$ cat src/rtl/psc_pkg.sv
package psc_pkg;

    typedef enum logic [1:0] {
        PM_NORMAL   = 2'd0,
        PM_SLP_REQ  = 2'd1,
        PM_SLP_FAIL = 2'd2,
        PM_SLEEP    = 2'd3
    } pm_state_e;

    // Width in cycles of a 40 us interval at the given clock rate
    function automatic int unsigned wake_cycles(input int unsigned cyc_per_us);
        return 40 * cyc_per_us;
    endfunction

endpackage

$ cat src/rtl/psc_wake_qual.sv
module psc_wake_qual #(
    parameter int unsigned SYNC_STAGES = 2,
    parameter int unsigned THR_CYC     = 4000
) (
    input  logic clk,
    input  logic rst_n,
    input  logic pin_i,
    output logic evt_o
);
    localparam int unsigned CW = $clog2(THR_CYC + 1);
    localparam logic [CW-1:0] THR_M1  = CW'(THR_CYC - 1);
    localparam logic [CW-1:0] THR_TOP = CW'(THR_CYC);

    logic [SYNC_STAGES-1:0] sync_q;
    logic                   lvl;
    logic [CW-1:0]          cnt_q;
    logic                   evt_q;

    generate
        if (SYNC_STAGES == 1) begin : g_sync1
            always_ff @(posedge clk) begin
                if (!rst_n) sync_q <= '0;
                else        sync_q <= pin_i;
            end
        end else begin : g_syncn
            always_ff @(posedge clk) begin
                if (!rst_n) sync_q <= '0;
                else        sync_q <= {sync_q[SYNC_STAGES-2:0], pin_i};
            end
        end
    endgenerate

    assign lvl = sync_q[SYNC_STAGES-1];

    // Counts consecutive high samples and saturates at the threshold
    always_ff @(posedge clk) begin
        if (!rst_n) begin
            cnt_q <= '0;
            evt_q <= 1'b0;
        end else begin
            if (!lvl)
                cnt_q <= '0;
            else if (cnt_q != THR_TOP)
                cnt_q <= cnt_q + 1'b1;
            evt_q <= lvl && (cnt_q == THR_M1);
        end
    end

    assign evt_o = evt_q;
endmodule

$ cat src/rtl/psc_fwd_pulse.sv
module psc_fwd_pulse #(
    parameter int unsigned WIDTH_CYC = 4000
) (
    input  logic clk,
    input  logic rst_n,
    input  logic trig_i,
    output logic pulse_o
);
    localparam int unsigned CW = $clog2(WIDTH_CYC + 1);
    localparam logic [CW-1:0] LAST = CW'(WIDTH_CYC - 1);

    logic          active_q;
    logic [CW-1:0] cnt_q;

    always_ff @(posedge clk) begin
        if (!rst_n) begin
            active_q <= 1'b0;
            cnt_q    <= '0;
        end else if (!active_q) begin
            if (trig_i) begin
                active_q <= 1'b1;
                cnt_q    <= '0;
            end
        end else begin
            if (cnt_q == LAST)
                active_q <= 1'b0;
            cnt_q <= cnt_q + 1'b1;
        end
    end

    assign pulse_o = active_q;
endmodule

$ cat src/rtl/psc_fsm.sv
module psc_fsm
    import psc_pkg::*;
#(
    parameter int unsigned TIMEOUT_CYC = 100000
) (
    input  logic      clk,
    input  logic      rst_n,
    input  logic      sleep_cmd_i,
    input  logic      ack_i,
    input  logic      wake_evt_i,
    output pm_state_e state_o,
    output logic      inh_o,
    output logic      lps_req_o,
    output logic      fail_o
);
    localparam int unsigned TW = $clog2(TIMEOUT_CYC + 1);
    localparam logic [TW-1:0] TMO_LAST = TW'(TIMEOUT_CYC - 1);

    pm_state_e     state_q, state_d;
    logic [TW-1:0] tmr_q;
    logic          tmo;
    logic          fail_q;

    assign tmo = (tmr_q == TMO_LAST);

    // Next-state decision
    always_comb begin
        state_d = state_q;
        unique case (state_q)
            PM_NORMAL:   if (sleep_cmd_i) state_d = PM_SLP_REQ;
            PM_SLP_REQ: begin
                if (wake_evt_i)  state_d = PM_NORMAL;
                else if (ack_i)  state_d = PM_SLEEP;
                else if (tmo)    state_d = PM_SLP_FAIL;
            end
            PM_SLP_FAIL: state_d = PM_NORMAL;
            PM_SLEEP:    if (wake_evt_i) state_d = PM_NORMAL;
            default:     state_d = PM_NORMAL;
        endcase
    end

    // State register and request timer
    always_ff @(posedge clk) begin
        if (!rst_n) begin
            state_q <= PM_NORMAL;
            tmr_q   <= '0;
        end else begin
            state_q <= state_d;
            if (state_q == PM_SLP_REQ) tmr_q <= tmr_q + 1'b1;
            else                       tmr_q <= '0;
        end
    end

    // Sticky failure record
    always_ff @(posedge clk) begin
        if (!rst_n)                       fail_q <= 1'b0;
        else if (state_q == PM_SLP_FAIL)  fail_q <= 1'b1;
    end

    // Outputs decoded from the state
    always_comb begin
        inh_o     = 1'b1;
        lps_req_o = 1'b0;
        unique case (state_q)
            PM_NORMAL:   ;
            PM_SLP_REQ:  lps_req_o = 1'b1;
            PM_SLP_FAIL: ;
            PM_SLEEP:    inh_o = 1'b0;
            default:     ;
        endcase
    end

    assign state_o = state_q;
    assign fail_o  = fail_q;
endmodule

$ cat src/rtl/phy_sleep_ctrl.sv
module phy_sleep_ctrl
    import psc_pkg::*;
#(
    parameter int unsigned CYC_PER_US  = 100,
    parameter int unsigned TIMEOUT_CYC = 100000,
    parameter int unsigned SYNC_STAGES = 2
) (
    input  logic       clk,
    input  logic       rst_n,
    input  logic       sleep_cmd_i,
    input  logic       lps_ack_i,
    input  logic       rmt_wup_i,
    input  logic       rmt_wur_i,
    input  logic       wake_pin_i,
    output logic       lps_req_o,
    output logic       inh_o,
    output logic       wake_pin_o,
    output logic       sleep_fail_o,
    output logic [1:0] mode_o
);
    localparam int unsigned WAKE_CYC = wake_cycles(CYC_PER_US);

    logic      rmt_evt;
    logic      loc_evt;
    logic      wake_evt;
    pm_state_e state;

    assign rmt_evt  = rmt_wup_i | rmt_wur_i;
    assign wake_evt = rmt_evt | loc_evt;

    psc_wake_qual #(
        .SYNC_STAGES (SYNC_STAGES),
        .THR_CYC     (WAKE_CYC)
    ) u_qual (
        .clk   (clk),
        .rst_n (rst_n),
        .pin_i (wake_pin_i),
        .evt_o (loc_evt)
    );

    // Only events from the medium are forwarded
    psc_fwd_pulse #(
        .WIDTH_CYC (WAKE_CYC)
    ) u_fwd (
        .clk     (clk),
        .rst_n   (rst_n),
        .trig_i  (rmt_evt),
        .pulse_o (wake_pin_o)
    );

    psc_fsm #(
        .TIMEOUT_CYC (TIMEOUT_CYC)
    ) u_fsm (
        .clk         (clk),
        .rst_n       (rst_n),
        .sleep_cmd_i (sleep_cmd_i),
        .ack_i       (lps_ack_i),
        .wake_evt_i  (wake_evt),
        .state_o     (state),
        .inh_o       (inh_o),
        .lps_req_o   (lps_req_o),
        .fail_o      (sleep_fail_o)
    );

    assign mode_o = state;
endmodule

$ cat config.mk
export PLATFORM = sky130hd
export DESIGN_NAME = phy_sleep_ctrl
export DESIGN_NICKNAME = d
export VERILOG_FILES = /design/src/rtl/psc_pkg.sv /design/src/rtl/psc_wake_qual.sv /design/src/rtl/psc_fwd_pulse.sv /design/src/rtl/psc_fsm.sv /design/src/rtl/phy_sleep_ctrl.sv
export SDC_FILE = /design/constraint.sdc
export NUM_CORES = 1
export LEC_CHECK = 0
export ABC_AREA = 1
export BUFFER_PORTS_ARGS = -buffer_cell sky130_fd_sc_hd__buf_2
export CORE_UTILIZATION = 50
export CTS_CLUSTER_DIAMETER = 40
export CTS_CLUSTER_SIZE = 10
export DETAILED_ROUTE_END_ITERATION = 7
export PLACE_DENSITY = 0.67
export SYNTH_ARGS = -nofsm -noshare
export SYNTH_HDL_FRONTEND = slang
export SYNTH_HIERARCHICAL = 1
export SYNTH_SLANG_ARGS = --single-unit
$ cat constraint.sdc
create_clock -name clk -period 1.5 [get_ports clk]
set_input_delay 0.15 -clock clk [delete_from_list [all_inputs] [get_ports clk]]
set_output_delay 0.15 -clock clk [all_outputs]
set_load 0.02 [all_outputs]
Yosys cells after proc, flatten, opt, wreduce, memory -nomap -nowiden:

Index checks and enable logic that the tools add are counted.
W data, S select, Z words.

* output and inout port bits: 6
* register bits after elaboration: 48
* word-level logic and storage cells: 42

* eq/ne operators: 10
* reduce and logical (&&, ||, !) cells: 6
* bitwise logic cells: 2
* muxes and demuxes: 13
* $add $sub $neg: 3

Operator list (number)
* $add A12 B1 Y12 const B: 2
* $eq A12 B12 Y1 const B: 2
* $mux W12: 2
* $add A17 B1 Y17 const B: 1
* $eq A17 B17 Y1 const B: 1
* $ne A12 B12 Y1 const B: 1
* $mux W2: 5
* $pmux W2 S4: 1
* $mux W1: 5
* $eq A2 B2 Y1 const B: 2
* $ne A4 B2 Y1 const B: 1
* $reduce_and A2 Y1: 2
* $reduce_and A3 Y1: 1
* $eq A2 B1 Y1 const B: 1
* $logic_not A2 Y1: 1
* $ne A2 B1 Y1 const B: 1
* $ne A2 B2 Y1 const B: 1
* $or A1 B1 Y1: 2
* $reduce_bool A2 Y1: 1
* $logic_and A1 B1 Y1: 1

Logic depth before layout (Yosys ltp):

Gate-level depths: netlist (run 1).

* depth after elaboration: 5
* gate-level depth with buffers: 9
* mapped depth without buffers: 9

By module:

The synthesis (run 1) kept the hierarchy.

By module, submodules not included
* psc_fsm: instances 1, cells each 145, area an instance 1066.0 µm², seq. area each 400.4 µm²
* psc_wake_qual: instances 1, cells each 104, area an instance 754.5 µm², seq. area each 300.3 µm²
* psc_fwd_pulse: instances 1, cells each 108, area an instance 708.2 µm², seq. area each 260.2 µm²
* phy_sleep_ctrl: instances 1, cells each 4, area an instance 17.5 µm², seq. area each 0.0 µm²

Worst setup path after synthesis (run 1):

Ideal clock, no wire load.

* path type: register -> register
* start: reg u_fsm.state_q[1], in the netlist u_fsm/state_o[1]
* end: reg u_fsm.state_q[1], in the netlist u_fsm/state_o[1]
* stages on the path, launching flop included: 7
* arrival time: 1.203 ns
* setup time: 0.119 ns
* slack: 0.178 ns
* clock period less this slack: 1.322 ns
* buffers on the path: 0
* path through: dfxtp_1 -> nand2_1 -> or2_0 -> nand2_1 -> inv_1 -> nand2_1 -> a21oi_1

* word-level cells in the longest chain between the ends: 3

RTL lines
* start, declared: line psc_fsm.sv:19 `pm_state_e state_q, state_d;`
* start signal, assigned: line psc_fsm.sv:48 `state_q <= state_d;`
* $eq A2 B1 Y1 (tied with other cells): line psc_fsm.sv:29 `unique case (state_q)`
* $ne A4 B2 Y1 (no line) (tied with other cells)
* $reduce_and A3 Y1 (no line)

Parallel ways exist; a longest one is shown, timed or not.
A chain may end at the register's enable or synchronous reset.

Worst setup path in the final report (run 1):

* start: reg u_fsm.tmr_q[1]
* end: reg u_fsm.tmr_q[16]

* word-level cells in the longest chain between the ends: 1

RTL lines
* start, declared: line psc_fsm.sv:20 `logic [TW-1:0] tmr_q;`
* start signal, assigned: line psc_fsm.sv:49 `if (state_q == PM_SLP_REQ) tmr_q <= tmr_q + 1'b1;`
* $add A17 B1 Y17: line psc_fsm.sv:49

No other way between the ends.

==> flow_summary.yaml, run 1 <==
cells_and_area:
  layout.nets: 393
  syn2layout_area_growth_pct: 12.7
  diodes: 0
  final_area_um2: 2870
  layout-drive-gt1-share: 0.178
  final_cells: 450
  fin_util: 0.596
  fillers: 477
critical_path:
  worstPathCellList: "ha_2 > nand3_2 > nor2_4 > nand2_4 > nor2_4 > nand2_1 > nand2_1 > a21oi_2"
  slowest_stage: "dfxtp_1"
  critPathKind: "flop to flop"
  cp.arrival_ns: 1.55
  cp-start-kind: "flop"
  worst_setup_path_end_kind: "flop"
  required_ns: 1.70
  cp_slowest_stage_delay_ns: 0.35
  crit_fanout: 4
synth:
  syn_nets: 372
  avgSynthCellArea_um2: 7.05
  synth_ff_type: "dfxtp_1"
  ys_warn_count: 6
  ys_top_cells_by_count: "77 x nand2_1, 57 x inv_1, 48 x dfxtp_1"
  synthCells: 361
  syn_area_um2: 2550
  synth-edff-count: 0
  ys_seq_elements: 48
  ys_top_cells_by_area: "dfxtp_1 38%, nand2_1 11%, inv_1 8.4%"
  netlist.area_leader.share: 0.377
  synth_top_cell_by_area: "dfxtp_1"
  ys_seq_area_frac: 0.377
  ys_async_sr_fraction: 0
  synth_cell_types: 31
  yosysMostFrequentCell: "nand2_1"
floorplanning:
  dieArea_um2: 5380
  num_rows: 25
  die_h_um: 73.4
  die_x_um: 73.4
  core_area_um2: 4820
  io_pins: 13
  start_util: 0.529
drt:
  via_count: 2204
  ant_nets: 0
  first_iter_violations: 126
  wl_per_cell_um: 11.0
  first_pass_iters: 5
  drc: 0
  drt_wl_total_um: 4930
  via_per_inst: 4.90
clock_tree:
  htreeDepth: 2
  clk_pin_slew_ns: 0.09
  cts.sinks: 48
  clkLatencyLatePin_ns: 0.30
  cts_hold_buf: 0
  clock_path_buffers: 2
  cts_buffers: 5
  tritoncts: "done"
  cts_root_buffer: "clkbuf_8"
worst_hold_path:
  hold_class: "input port to flop"
place:
  port_buffers: 12
  place_area_um2: 2710
  dp_hpwl_um: 3820
  dpl.cell_count: 442
  pre_cts_ws_ns: 0.141
  gp_routability_congestion: 0.889
global_routing:
  grtUsageTotal: 0.202
  grt_pass1_vias: 1878
  grt_start_max_net_pins: 16
  antenna_found_initial: 0
  grt_first_pass_wirelength_um: 8220
  grt_overflow_total: 0
sta:
  holdWs_ns: 0.0293
  tns_ns: 0
  finalSetupViolations: 0
  relSlewSlack: 0.782
  fin_ws_ns: 0.151
  tightest_slew_ns: 0.326
  finClkSkew_ns: 0.00947
  rsz0062_at_grt: "false"
  post-route-period-util: 0.900
  fmaxAchievable_mhz: 741
  min_period_ns: 1.35
  slew_violations: 0
  final-hold-violation-count: 0
power:
  power.leakage_nw: 1.14
  vdd_drop_max_mv: 0.736
  power_mw: 2.76
  p_per_area_nw_per_um2: 961
run_status:
  status: "finished, final reports clean"
flow_run:
  cap_viol_max_count: 0
-- final cells by class --
class,instances,area [um^2],area share
clock buffer,5,68.8,0.0240
clock inverter,3,90.1,0.0314
inverter,62,233,0.0811
multi-input combinational,250,1350,0.470
sequential,48,962,0.335
tap,67,83.8,0.0292
timing repair buffer,15,82.6,0.0288
-- cells in the final DEF, fill, tap and decap left out --
cell	instances
ha_1	3
inv_1	57
dfxtp_2	1
o21ai_0	11
nand2_1	77
xor2_1	2
nor2_2	9
nand3_1	23
o21ai_1	5
a21oi_2	3
inv_2	5
nand3b_1	2
or2_0	1
nor3_2	3
nor2_4	8
nor3_1	6
nor2_8	1
bufinv_16	3
nor4_2	1
nor2_1	40
clkbuf_8	5
nor3_4	1
a22oi_1	1
nand3_2	6
dfxtp_1	47
o211a_1	1
xnor2_1	1
buf_4	3
nand2_2	4
nand2_4	2
nand4_1	11
a21oi_1	24
buf_2	12
a31oi_1	2
nor3b_1	1
ha_2	1
-- path summary, 6_finish.rpt --
| check | startpoint | to | slack, ns | depth (start not counted) |
|---|---|---|---|---|
| hold reg to reg | u_qual/sync_q[0] | u_qual/sync_q[1] | 0.43 | 2 |
| hold / removal | wake_pin_i | u_qual/sync_q[0] | 0.03 | 3 |
| setup / recovery | u_fsm/tmr_q[1] | u_fsm/tmr_q[16] | 0.15 | 8 |
| setup reg to reg | u_fsm/tmr_q[1] | u_fsm/tmr_q[16] | 0.15 | 8 |
-- layer usage --
metal	global-route usage	vias to the layer above	part of all wire
li1	-	1194	-
met1	0.270	967	0.49
met2	0.321	39	0.46
met3	0.0466	4	0.039
met4	0.0662	0	0.0085
met5	0	-	0
-- logic make-up after synthesis --
family / after synthesis / share of synthesized area
adders and majority gates: 4 / 0.0197
buffers and inverters: 63 / 0.0934
AOI/OAI and AO/OA: 47 / 0.101
DFF: 48 / 0.377
and+or+nand+nor: 196 / 0.399
xor gates and xnor gates: 3 / 0.0103
-- critical path, delay by kind of cell, from the launching register on --
kind / cells / cell delay [ns]
compound gates: 1 / 0.05
fa+ha+maj: 1 / 0.20
simple gates: 6 / 0.65
flops: 1 / 0.35
-- power by group --
part | internal (mW) | total (mW) | switching (mW)
Clock | 0.833 | 1.26 | 0.430
Combinational | 0.0602 | 0.182 | 0.122
Sequential | 1.29 | 1.31 | 0.0201
Total | 2.19 | 2.76 | 0.572
-- what timing repair did --
action / in CTS / in global routing
endpoints found under the setup margin: 0 / 1
buffers inserted: 0 / 0
gates resized for setup: 0 / 2
-- sequential cells by signal, indices dropped and copies added, names as in the netlist --
signal / cells
u_fwd/pulse_o: 1
u_qual/cnt_q: 12
u_qual/sync_q: 2
u_fsm/tmr_q: 17
u_fsm/fail_o: 1
u_qual/evt_o: 1
u_fwd/cnt_q: 12
u_fsm/state_o: 2
(Power assumes the default switching activity.)
==> run 2, diff against run 1 <==
--- a/config.mk
+++ b/config.mk
@@ -5,13 +5,11 @@
 export SDC_FILE = /design/constraint.sdc
 export NUM_CORES = 1
 export LEC_CHECK = 0
-export ABC_AREA = 1
 export BUFFER_PORTS_ARGS = -buffer_cell sky130_fd_sc_hd__buf_2
-export CORE_UTILIZATION = 50
+export CORE_UTILIZATION = 27
 export CTS_CLUSTER_DIAMETER = 40
 export CTS_CLUSTER_SIZE = 10
 export DETAILED_ROUTE_END_ITERATION = 7
-export PLACE_DENSITY = 0.67
 export SYNTH_ARGS = -nofsm -noshare
 export SYNTH_HDL_FRONTEND = slang
 export SYNTH_HIERARCHICAL = 1
==> run 2 against run 1 <==
Against the previous run:
- final cell count decreased by 12%
- synthesized cell count decreased by 27%
- via count decreased by 11%
- utilization decreased by 26 points
- worst setup slack got worse by 0.069 ns
- critical endpoint is now u_qual/cnt_q[9]
- largest cell class unchanged
==> flow_summary.yaml, run 2 <==
floorplanning:
  start_util: 0.281
  dieArea_um2: 9030
  num_rows: 33
  die_x_um: 95.0
  die_h_um: 95.0
  io_pins: 13
  core_area_um2: 8300
power:
  p_per_area_nw_per_um2: 852
  power.leakage_nw: 0.893
  vdd_drop_max_mv: 0.424
clock_tree:
  clkLatencyLatePin_ns: 0.31
  ctsResizeCount: 0
  tritoncts: "done"
  cts_root_buffer: "clkbuf_8"
  cts.sinks: 48
  clock_path_buffers: 2
  post_cts_buffers: 0
  htreeDepth: 2
  cts_hold_buf: 0
  clk_pin_slew_ns: 0.09
  cts_buffers: 5
critical_path:
  crit_fanout: 7
  cp_slowest_stage_delay_ns: 0.53
  slowest_stage: "or4_1"
  worstPathCellList: "nand3_2 > or4_1 > a21oi_1"
  cp.arrival_ns: 1.64
  reg2regPathDepth: 3
  worst_setup_path_end_kind: "flop"
  critPathKind: "flop to flop"
  required_ns: 1.73
  cp-start-kind: "flop"
drt:
  wl_per_cell_um: 11.4
  first_iter_violations: 98
  ant_nets: 0
  via_per_inst: 4.96
  first_pass_iters: 4
  drc: 0
  via_count: 1958
  drt_wl_total_um: 4520
cells_and_area:
  syn2layout_area_growth_pct: 18.5
  layout_common_cells: "46 x dfxtp_1, 25 x nand2_1, 18 x nand3_1"
  layout_commonest_cell: "dfxtp_1"
  layout.nets: 300
  largestRegisters: "u_fsm/tmr_q (17), u_fwd/cnt_q (12), u_qual/cnt_q (12)"
  final_cells: 395
  fillers: 849
  layout-drive-gt1-share: 0.169
  diodes: 0
  largest_reg_flops: 17
  regMostFlops: "u_fsm/tmr_q"
flow_run:
  cap_viol_max_count: 0
sta:
  fmaxAchievable_mhz: 705
  finalSetupViolations: 0
  tns_ns: 0
  post-route-period-util: 0.946
  tightest_slew_ns: 0.415
  rsz0062_at_grt: "true"
  finClkSkew_ns: 0.0144
  relSlewSlack: 0.721
  final-hold-violation-count: 0
  slew_violations: 0
  min_period_ns: 1.42
place:
  port_buffers: 12
  gp_routability_congestion: 0.783
  dp_hpwl_um: 3190
  dpl.cell_count: 387
synth:
  yosysMostFrequentCell: "dfxtp_1"
  ys_seq_area_frac: 0.411
  synthCells: 263
  syn_area_um2: 2340
  avgSynthCellArea_um2: 8.88
  ys_seq_elements: 48
  synth_cell_types: 47
  ys_top_cells_by_area: "dfxtp_1 41%, mux2i_1 6.0%, nand3_1 4.1%"
  ys_warn_count: 6
  syn_nets: 274
  synth_top_cell_by_area: "dfxtp_1"
  synth-edff-count: 0
  netlist.area_leader.share: 0.411
  ys_async_sr_fraction: 0
  ys_top_cells_by_count: "48 x dfxtp_1, 25 x nand2_1, 19 x nand3_1"
  synth_ff_type: "dfxtp_1"
run_status:
  status: "finished, final reports clean"
global_routing:
  grt_pass1_vias: 1746
  antenna_found_initial: 0
  grtUsageTotal: 0.109
  grt_first_pass_wirelength_um: 7780
  grt_overflow_total: 0
  grt_start_max_net_pins: 18
worst_hold_path:
  worstHoldPathCells: 2
  hold_class: "input port to flop"
[run 2: changes by cell type after synthesis, sizes merged, moves of 13 or more]
cell / previous run / this run
mux2i: 0 / 14
nand2: 83 / 25
inv: 62 / 9
nor2: 58 / 10
a21oi: 27 / 13
nand2b: 0 / 13
[run 2: worst max-delay path: cells and delay by family, from the launching register on]
family / cells / cell delay, ns
AO/OA/AOI/OAI: 1 / 0.14
AND/OR/NAND/NOR: 2 / 0.72
flip-flops: 1 / 0.49
[run 2: cell type report]
type                            count  area, um^2  area share
Clock buffer                        5        68.8      0.0249
Sequential cell                    48         963       0.348
Inverter                            9        33.8      0.0122
Clock inverter                      3        47.5      0.0172
Multi-Input combinational cell    200        1370       0.493
Timing Repair Buffer               25         158      0.0570
Tap cell                          105         131      0.0475
[run 2: routing by layer]
layer,track usage,share of wire,up-vias
met3,0.0271,0.029,6
met5,0,0,-
li1,-,-,1019
met4,0.0492,0.016,0
met2,0.180,0.47,27
met1,0.133,0.48,906
[run 2: through the flow]
| stage | total power, mW | util | hold slack, ns | setup slack [ns] | area [um^2] |
|---|---|---|---|---|---|
| floorplan | 1.39 | - | 0.268 | 0.0834 | 2340 |
| global placement | 1.44 | 0.313 | 0.361 | 0.0884 | 2600 |
| detailed placement | 1.44 | 0.313 | 0.365 | 0.0549 | 2600 |
| CTS | 2.40 | 0.327 | 0.0371 | 0.0284 | 2720 |
| global route | 2.48 | 0.333 | 0.0348 | -0.0124 | 2770 |
| finish | 2.36 | 0.333 | 0.0485 | 0.0817 | 2770 |
[run 2: report_power, final]
part | leakage (nW) | switching [mW] | total (mW) | internal [mW]
Sequential | 0.389 | 0.0113 | 1.30 | 1.29
Combinational | 0.445 | 0.0643 | 0.111 | 0.0465
Clock | 0.0583 | 0.447 | 0.950 | 0.502
Total | 0.893 | 0.523 | 2.36 | 1.83
[run 2: kinds of logic (layout without fill, tap and decap cells)]
kind of cell,Yosys count,count (layout),synth area share
DFF,48,48,0.411
buffers and inverters,15,42,0.0252
xor gates and xnor gates,8,8,0.0300
muxes,14,14,0.0600
and+or+nand+nor,134,134,0.347
AOI/OAI and AO/OA,40,40,0.106
adders and majority gates,4,4,0.0214
[run 2: path summary, 6_finish.rpt]
check	slack [ns]	from	to
max	0.08	u_qual/cnt_q[3]	u_qual/cnt_q[9]
min	0.05	wake_pin_i	u_qual/sync_q[0]
max reg2reg	0.08	u_qual/cnt_q[3]	u_qual/cnt_q[9]
min reg2reg	0.44	u_qual/sync_q[0]	u_qual/sync_q[1]
==> run 3, diff against run 2 <==
--- a/config.mk
+++ b/config.mk
@@ -6,10 +6,13 @@
 export NUM_CORES = 1
 export LEC_CHECK = 0
 export BUFFER_PORTS_ARGS = -buffer_cell sky130_fd_sc_hd__buf_2
+export CELL_PAD_IN_SITES_DETAIL_PLACEMENT = 1
+export CELL_PAD_IN_SITES_GLOBAL_PLACEMENT = 2
 export CORE_UTILIZATION = 27
 export CTS_CLUSTER_DIAMETER = 40
 export CTS_CLUSTER_SIZE = 10
 export DETAILED_ROUTE_END_ITERATION = 7
+export PLACE_DENSITY_LB_ADDON = 0.1
 export SYNTH_ARGS = -nofsm -noshare
 export SYNTH_HDL_FRONTEND = slang
 export SYNTH_HIERARCHICAL = 1
==> run 3 against run 2 <==
Against the previous run:
- final cell count increased by 2.0%
- final area increased by 3.5%
- global-route usage increased by 2.6 points
- sequential power about the same
- clock-buffer cell count increased by 1
- worst setup slack got worse by 0.014 ns
- highest routed layer unchanged
- clock power about the same
- total power increased by 0.65%
- critical path type unchanged
- die area unchanged
- utilization increased by 1.2 points
==> flow_summary.yaml, run 3 (synthesized netlist as in run 2, its figures left out) <==
sta:
  min_period_ns: 1.43
  final-hold-violation-count: 0
  tightest_slew_ns: 0.539
  finClkSkew_ns: 0.00899
  rsz0062_at_grt: "true"
  fmaxAchievable_mhz: 698
  finalSetupViolations: 0
  relSlewSlack: 0.641
  slew_violations: 0
  post-route-period-util: 0.955
drt:
  via_per_inst: 5.10
  first_iter_violations: 57
  ant_nets: 0
  drc: 0
  first_pass_iters: 4
  wl_per_cell_um: 14.5
  drt_wl_total_um: 5830
  via_count: 2057
global_routing:
  grtUsageTotal: 0.135
  grt_start_max_net_pins: 16
  grt_pass1_vias: 1957
  grt_first_pass_wirelength_um: 9480
  antenna_found_initial: 0
  grt_overflow_total: 0
cells_and_area:
  largestRegisters: "u_fsm/tmr_q (17), u_fwd/cnt_q (12), u_qual/cnt_q (12)"
  layout_common_cells: "46 x dfxtp_1, 25 x nand2_1, 21 x buf_4"
  largest_reg_flops: 17
  layout.nets: 308
  final_cells: 403
  regMostFlops: "u_fsm/tmr_q"
  fin_util: 0.345
  diodes: 0
  final_area_um2: 2860
  syn2layout_area_growth_pct: 22.6
  fillers: 986
  layout_commonest_cell: "dfxtp_1"
  layout-drive-gt1-share: 0.208
floorplanning:
  die_h_um: 95.0
  start_util: 0.281
  io_pins: 13
  num_rows: 33
  dieArea_um2: 9030
  die_x_um: 95.0
  core_area_um2: 8300
critical_path:
  reg2regPathDepth: 4
  cp-start-kind: "flop"
  crit_fanout: 3
  worst_setup_path_end_kind: "flop"
  cp.arrival_ns: 1.64
  required_ns: 1.71
  critPathKind: "flop to flop"
run_status:
  status: "finished, final reports clean"
worst_hold_path:
  hold_class: "input port to flop"
  worstHoldPathCells: 2
place:
  dpl.cell_count: 395
  dp_hpwl_um: 4190
  port_buffers: 12
  place_area_um2: 2660
  gp_routability_congestion: 0.687
power:
  power.internal_mw: 1.83
  switching_share: 0.227
  vdd_drop_max_mv: 0.341
  pwr-share-seq: 0.546
  p_per_area_nw_per_um2: 828
  switching_power_mw: 0.540
  power.leakage_nw: 0.952
  p_clk_frac: 0.401
  comb_power_share: 0.053
flow_run:
  cap_viol_max_count: 0
clock_tree:
  tritoncts: "done"
  cts_buffers: 5
  post_cts_buffers: 0
  cts.sinks: 48
  cts_hold_buf: 0
  htreeDepth: 2
  cts_root_buffer: "clkbuf_8"
  clock_path_buffers: 2
  clkLatencyLatePin_ns: 0.30
  clk_pin_slew_ns: 0.10
-- run 3: path summary, 6_finish.rpt --
kind                           end             start  slack (ns)
hold reg to reg   u_qual/sync_q[1]  u_qual/sync_q[0]        0.44
setup / recovery  u_fsm/state_o[0]    u_fsm/tmr_q[0]        0.07
hold / removal    u_qual/sync_q[0]        wake_pin_i        0.06
setup reg to reg  u_fsm/state_o[0]    u_fsm/tmr_q[0]        0.07
-- run 3: routing by layer --
metal  GRT usage  wire (um)  vias up  part of all wire
li1            -          -     1032                 -
met5           0          0        -                 0
met2       0.223       2710       16              0.46
met1       0.178       2930     1004              0.50
met4      0.0417         57        0            0.0098
met3      0.0271        129        5             0.022
-- run 3: layout make-up --
type,count,area (um^2),share of cell area
Timing Repair Buffer,33,218,0.0760
Clock buffer,6,72.6,0.0253
Multi-Input combinational cell,200,1410,0.492
Sequential cell,48,963,0.336
Clock inverter,2,35.0,0.0122
Inverter,9,33.8,0.0118
Tap cell,105,131,0.0459
-- run 3: worst max-delay path: stages, from the launching register on --
cell and delay (ns):
dfxtp_1 0.35, ha_2 0.24, nor4bb_4 0.31, nand4_1 0.20, o21ba_2 0.25
-- run 3: power groups by stage --
stage	Combinational, mW	Sequential [mW]	Clock (mW)
after floorplan	0.0634	1.33	0
after global placement	0.126	1.33	0
after detailed placement	0.125	1.33	0
after CTS	0.126	1.30	1.01
after global routing	0.139	1.30	1.04
final	0.126	1.30	0.950
-- run 3: what timing repair did --
action	4_1_cts	5_1_grt
setup endpoints to repair	2	11
resized for setup	2	16
endpoints found under the hold margin	0	0
cloned	0	0
-- run 3: per-stage QoR --
step,hold WS [ns],power (mW),setup TNS (ns),worst slack [ns]
2_1_floorplan,0.268,1.39,0,0.0834
4_1_cts,0.0522,2.43,0,0.00106
6_report,0.0640,2.37,0,0.0674
3_5_place_dp,0.379,1.45,-0.00609,-0.00427
3_3_place_gp,0.381,1.45,0,0.0639
5_1_grt,0.0444,2.48,-0.0155,-0.00899
